## src/rtl/ssq_pkg.sv

```systemverilog
package ssq_pkg;

  typedef enum logic [1:0] {
    CH_OFF  = 2'd0,
    CH_RAMP = 2'd1,
    CH_RUN  = 2'd2,
    CH_WAIT = 2'd3
  } ch_state_e;

  // clamp code for ramp step 'step' (0-based) of a ramp 'period' cycles long
  function automatic int unsigned ramp_code(input int unsigned step,
                                            input int unsigned period,
                                            input int unsigned full);
    return ((step + 1) * full) / period;
  endfunction

  // first ramp step on which undervoltage is watched
  function automatic int unsigned mask_point(input int unsigned period);
    return period / 4;
  endfunction

endpackage

```

## src/rtl/ssq_uv_filter.sv

```systemverilog
module ssq_uv_filter #(
  parameter int unsigned GLITCH_CYCLES = 16
) (
  input  logic clk,
  input  logic rst_n,
  input  logic watch,
  input  logic uv_in,
  output logic fault
);
  localparam int unsigned CW = $clog2(GLITCH_CYCLES + 1);
  localparam logic [CW-1:0] LAST = CW'(GLITCH_CYCLES - 1);

  logic [CW-1:0] run_q;
  logic          hit;

  assign hit   = watch & uv_in;
  assign fault = hit && (run_q == LAST);

  always_ff @(posedge clk or negedge rst_n) begin
    if (!rst_n) run_q <= '0;
    else if (!hit) run_q <= '0;
    else if (!fault) run_q <= run_q + 1'b1;
  end
endmodule

```

## src/rtl/ssq_channel.sv

```systemverilog
module ssq_channel #(
  parameter int unsigned SS_CYCLES    = 256,
  parameter int unsigned CODE_W       = 8,
  parameter int unsigned WAIT_PERIODS = 3,
  parameter int unsigned MASK_CYCLES  = 64
) (
  input  logic                clk,
  input  logic                rst_n,
  input  logic                por_ok,
  input  logic                hold_off,
  input  logic                fault,
  output ssq_pkg::ch_state_e  state,
  output logic                enable,
  output logic [CODE_W-1:0]   clamp,
  output logic                monitor_on
);
  import ssq_pkg::*;

  localparam int unsigned WAIT_CYCLES = WAIT_PERIODS * SS_CYCLES;
  localparam int unsigned CNT_W       = $clog2(WAIT_CYCLES + 1);
  localparam logic [CNT_W-1:0] RAMP_LAST = CNT_W'(SS_CYCLES - 1);
  localparam logic [CNT_W-1:0] WAIT_LAST = CNT_W'(WAIT_CYCLES - 1);
  localparam logic [CNT_W-1:0] MASK_AT   = CNT_W'(MASK_CYCLES);
  localparam int unsigned FULL = (1 << CODE_W) - 1;

  ch_state_e        state_q, state_d;
  logic [CNT_W-1:0] cnt_q, cnt_d;
  logic             ramp_done, wait_done;

  assign ramp_done = (state_q == CH_RAMP) && (cnt_q == RAMP_LAST);
  assign wait_done = (state_q == CH_WAIT) && (cnt_q == WAIT_LAST);

  always_comb begin
    state_d = state_q;
    cnt_d   = cnt_q;
    if (!por_ok || hold_off) begin
      state_d = CH_OFF;
      cnt_d   = '0;
    end else begin
      case (state_q)
        CH_OFF: begin
          state_d = CH_RAMP;
          cnt_d   = '0;
        end
        CH_RAMP: begin
          if (fault) begin
            state_d = CH_WAIT;
            cnt_d   = '0;
          end else if (ramp_done) begin
            state_d = CH_RUN;
            cnt_d   = '0;
          end else begin
            cnt_d = cnt_q + 1'b1;
          end
        end
        CH_RUN: begin
          if (fault) begin
            state_d = CH_WAIT;
            cnt_d   = '0;
          end
        end
        default: begin
          if (wait_done) begin
            state_d = CH_RAMP;
            cnt_d   = '0;
          end else begin
            cnt_d = cnt_q + 1'b1;
          end
        end
      endcase
    end
  end

  always_ff @(posedge clk or negedge rst_n) begin
    if (!rst_n) begin
      state_q <= CH_OFF;
      cnt_q   <= '0;
    end else begin
      state_q <= state_d;
      cnt_q   <= cnt_d;
    end
  end

  always_comb begin
    case (state_q)
      CH_RAMP: clamp = CODE_W'(ramp_code(32'(cnt_q), SS_CYCLES, FULL));
      CH_RUN:  clamp = CODE_W'(FULL);
      default: clamp = '0;
    endcase
  end

  assign state      = state_q;
  assign enable     = (state_q == CH_RAMP) || (state_q == CH_RUN);
  assign monitor_on = (state_q == CH_RUN) || ((state_q == CH_RAMP) && (cnt_q >= MASK_AT));
endmodule

```

## src/rtl/softstart_sequencer.sv

```systemverilog
module softstart_sequencer #(
  parameter int unsigned NUM_LIN       = 3,
  parameter int unsigned SS_CYCLES     = 256,
  parameter int unsigned CODE_W        = 8,
  parameter int unsigned GLITCH_CYCLES = 16,
  parameter int unsigned WAIT_PERIODS  = 3
) (
  input  logic                               clk,
  input  logic                               rst_n,
  input  logic                               por_ok,
  input  logic                               oc_trip,
  input  logic [NUM_LIN-1:0]                 uv_low,
  input  logic [NUM_LIN:0]                   chan_off,
  output logic [NUM_LIN:0]                   chan_en,
  output logic [(NUM_LIN+1)*CODE_W-1:0]      ref_clamp
);
  localparam int unsigned NCH         = NUM_LIN + 1;
  localparam int unsigned MASK_CYCLES = ssq_pkg::mask_point(SS_CYCLES);

  // named internal events, visible to the bound checker
  ssq_pkg::ch_state_e   ch_state [NCH];
  logic [2*NCH-1:0]     ch_state_flat;
  logic [NCH-1:0]       ch_fault;
  logic [NCH-1:0]       ch_watch;

  for (genvar i = 0; i < NCH; i++) begin : g_ch
    ssq_channel #(
      .SS_CYCLES   (SS_CYCLES),
      .CODE_W      (CODE_W),
      .WAIT_PERIODS(WAIT_PERIODS),
      .MASK_CYCLES (MASK_CYCLES)
    ) i_channel (
      .clk       (clk),
      .rst_n     (rst_n),
      .por_ok    (por_ok),
      .hold_off  (chan_off[i]),
      .fault     (ch_fault[i]),
      .state     (ch_state[i]),
      .enable    (chan_en[i]),
      .clamp     (ref_clamp[i*CODE_W +: CODE_W]),
      .monitor_on(ch_watch[i])
    );

    assign ch_state_flat[2*i +: 2] = ch_state[i];

    if (i == 0) begin : g_switch
      // overcurrent: every cycle, unmasked, unfiltered
      assign ch_fault[i] = oc_trip;
    end else begin : g_linear
      ssq_uv_filter #(
        .GLITCH_CYCLES(GLITCH_CYCLES)
      ) i_filter (
        .clk  (clk),
        .rst_n(rst_n),
        .watch(ch_watch[i]),
        .uv_in(uv_low[i-1]),
        .fault(ch_fault[i])
      );
    end
  end
endmodule

```

## config.mk

```make
export PLATFORM = sky130hd
export DESIGN_NAME = softstart_sequencer
export DESIGN_NICKNAME = d
export VERILOG_FILES = /design/src/rtl/ssq_pkg.sv /design/src/rtl/ssq_uv_filter.sv /design/src/rtl/ssq_channel.sv /design/src/rtl/softstart_sequencer.sv
export SDC_FILE = /design/constraint.sdc
export NUM_CORES = 1
export LEC_CHECK = 0
export ABC_AREA = 1
export BUFFER_PORTS_ARGS = -buffer_cell sky130_fd_sc_hd__clkbuf_2
export CORE_UTILIZATION = 55
export CTS_CLUSTER_DIAMETER = 200
export DETAILED_ROUTE_END_ITERATION = 10
export HOLD_SLACK_MARGIN = 0.06
export PLACE_DENSITY = 0.8
export SLEW_MARGIN = 20
export SYNTH_ARGS = -nofsm -noshare
export SYNTH_HDL_FRONTEND = slang
export SYNTH_SLANG_ARGS = --single-unit
```

## constraint.sdc

```tcl
create_clock -name clk -period 6.7 [get_ports clk]
set_clock_uncertainty 0.1 [all_clocks]
set_input_delay 0.67 -clock clk [delete_from_list [all_inputs] [get_ports clk]]
set_output_delay 0.67 -clock clk [all_outputs]
set_load 0.01 [all_outputs]
```

==> impl_metrics.tcl <==
set metrics [dict create \
    path_clk_slew_ps 50 \
    dp.cells 2098 \
    cts_root_buffer "clkbuf_16" \
    grt_pass1_wl_um 49800 \
    vias 11200 \
    synth_cells 1772 \
    fin_crit_sh 0.933 \
    syn2layout_area_growth_pct 7.38 \
    holdWs_ps 403 \
    cts_inserted_buffers 9 \
    dp_hpwl_um 23700 \
    antenna_cells 0 \
    worst_ep_arrival_time_ps 5480 \
    r2r_end "g_ch[1].i_channel.cnt_q[0]$_DFFE_PN0P_" \
    regArea_um2 1580 \
    r2r_start "g_ch[1].i_channel.state[0]$_DFFE_PN0P_" \
    synth_top_flop_cell "dfrtp_1" \
    dieArea_um2 23600 \
    fp.coreArea_um2 22600 \
    postCtsResizedCells 0 \
    place_area_um2 13200 \
    startpoint_type "flip-flop" \
    chipWidth_um 154 \
    avgViaCountPerCell 5.32 \
    ios 47 \
    rsz0062_at_grt "no" \
    yosysUniqueCellTypes 45 \
    post_drt_wl_per_cell_um 13.2 \
    h-tree-depth 3 \
    maxCapViolCount 0 \
    synth-seq-cells 63 \
    syn_nets 2064 \
    finish.utilization 0.602 \
    synth.area.top_cells "ha_1 18%, fa_1 16%, inv_1 13%" \
    ys_top_cells_by_count "441 x inv_1, 377 x nand2_1, 178 x ha_1, 103 x fa_1, 100 x nor2_1" \
    firstDrtPassIters 7 \
    grt_pass1_vias 11200 \
    nNetsFinal 2116 \
    port_buffers 46 \
    clock_sinks 63 \
    seq_area_frac_synth 0.125 \
    cts_hold_buffers 0 \
    fin_crit_ps 6250 \
    routed_wl_um 28000 \
    r2r_setup_slack_ps 3970 \
    synth.most_common_cell "inv_1" \
    fp-row-count 55 \
    peakVddDrop_v 0.000104 \
    n_fill_cell 2024 \
    slew_headroom 0.456 \
    start_util 0.560 \
    crit_type "flip-flop to output pin" \
    die_h_um 154 \
    synth_area_per_cell_um2 7.14 \
    outcome "completed" \
    slew_viol_final 0 \
    tightest_slew_ps 816 \
    drc_errors 0 \
    yosys_warnings 0 \
    drtIter0Drc 637 \
    post_cts_buffers 0 \
    synth_edf_count 0 \
    critical_path.max_fanout 5 \
    setup-tns-final_ps 0 \
    critPathRequiredTime_ps 5930 \
    hold_class "input port to async pin" \
    grt_overflow 0 \
    p_leak_nw 7.92 \
    clock_path_buffers 2 \
    p_per_area_nw_per_um2 109 \
    grt_max_degree 64 \
    async_flop_share 1.00 \
    synth_area_leader_cell "ha_1" \
    hold_viol 0 \
    fin_area_um2 13600 \
    r2r_cells 10 \
    ant_nets 0 \
    grt_usage 0.252 \
    cts_tree "yes" \
    drive_gt1_frac 0.0607 \
    clk_latency_ps 330 \
    antenna_found_initial 0 \
    globalplace.congestion 0.916 \
    setup_violations 0 \
    synth_top_area_share 0.176 \
    multiInputGateArea_um2 9350 \
    final-instance-count-excl-fill 2114 \
    synthesis.area_um2 12600 \
    end_kind "output pin" \
    fmax_mhz 160 \
]
==> area by class of cell <==
type,count,share of cell area
clock buffers,11,0.0179
inverters,447,0.124
clock inverters,5,0.00774
flip-flops and latches,63,0.116
well taps,285,0.0263
repair buffers,51,0.0197
multi-input cells,1252,0.689
==> metrics by stage <==
step,power [mW],setup slack [ps]
2_1_floorplan,0.810,1070
3_3_place_gp,0.921,895
3_5_place_dp,0.941,743
4_1_cts,1.49,356
5_1_grt,1.59,9.69
6_report,1.48,450
==> cells by family after synthesis <==
kind of cell,count (synthesis),share of synthesized area
buffers and inverters,457,0.137
AO/OA/AOI/OAI,222,0.103
flip-flops,63,0.125
XOR/XNOR,100,0.0752
adder cells (fa/ha/maj),281,0.339
AND/OR/NAND/NOR,649,0.221
==> worst max-delay path, cell delays in order (launching register included) <==
cell	delay, ps
dfrtp_1	430
ha_1	210
nand3_1	80
nor3_1	480
xor2_2	310
inv_1	180
fa_1	550
ha_1	350
fa_1	540
inv_1	50
fa_1	530
inv_1	40
ha_1	340
a21oi_1	190
a21boi_0	250
nand3_1	120
a21oi_1	140
o21ai_0	90
a21oi_1	120
clkbuf_2	150
==> state kept, by name, indices dropped and copies added, names as in the netlist <==
signal,cells
g_ch.i_channel.state,8
g_ch.g_linear.i_filter.run_q,15
g_ch.i_channel.cnt_q,40
==> power breakdown <==
| group | switching (mW) | internal, mW | total, mW |
|---|---|---|---|
| combinational | 0.354 | 0.181 | 0.534 |
| sequential | 0.0123 | 0.390 | 0.402 |
| clock | 0.172 | 0.373 | 0.546 |
==> per-layer routing <==
| layer | vias to the layer above | wire, µm | global-route usage |
|---|---|---|---|
| met3 | 48 | 1300 | 0.0302 |
| met1 | 5290 | 12600 | 0.325 |
| met5 | - | 0 | 0 |
| met2 | 300 | 13500 | 0.444 |
| met4 | 0 | 565 | 0.0714 |
| li1 | 5599 | - | - |
==> cells in the final DEF, fill, tap and decap left out, types with 4 or more instances in the layout <==
| cell type | count |
|---|---|
| nand2_1 | 376 |
| o21bai_1 | 20 |
| nand3_1 | 91 |
| clkbuf_16 | 9 |
| ha_1 | 178 |
| buf_4 | 5 |
| a21oi_1 | 88 |
| xor2_2 | 7 |
| clkinv_1 | 4 |
| nor3_1 | 13 |
| a21o_1 | 15 |
| nand3_2 | 4 |
| o21a_1 | 5 |
| dfrtp_1 | 63 |
| nand3b_1 | 8 |
| nand4_1 | 23 |
| o22ai_1 | 29 |
| or2_2 | 6 |
| nor2_4 | 4 |
| nor2_1 | 100 |
| inv_1 | 441 |
| clkbuf_2 | 45 |
| xor2_1 | 80 |
| nor4_1 | 4 |
| o21ai_0 | 44 |
| nand2_2 | 9 |
| xnor2_1 | 11 |
| fa_1 | 103 |
==> worst max-delay path by stage <==
| stage | from | slack, ps | cells after the start | endpoint |
|---|---|---|---|---|
| 2_1_floorplan | g_ch[0].i_channel.cnt_q[0]$_DFFE_PN0P_ | 1070 | 23 | ref_clamp[7] |
| 3_3_place_gp | g_ch[3].i_channel.cnt_q[0]$_DFFE_PN0P_ | 900 | 19 | ref_clamp[28] |
| 3_5_place_dp | g_ch[3].i_channel.cnt_q[0]$_DFFE_PN0P_ | 740 | 19 | ref_clamp[28] |
| 4_1_cts | g_ch[3].i_channel.cnt_q[0]$_DFFE_PN0P_ | 360 | 19 | ref_clamp[28] |
| 5_1_grt | g_ch[0].i_channel.cnt_q[0]$_DFFE_PN0P_ | 10 | 24 | ref_clamp[7] |
| 6_report | g_ch[3].i_channel.cnt_q[0]$_DFFE_PN0P_ | 450 | 19 | ref_clamp[28] |
No activity file was read; power rests on OpenSTA's default activity.
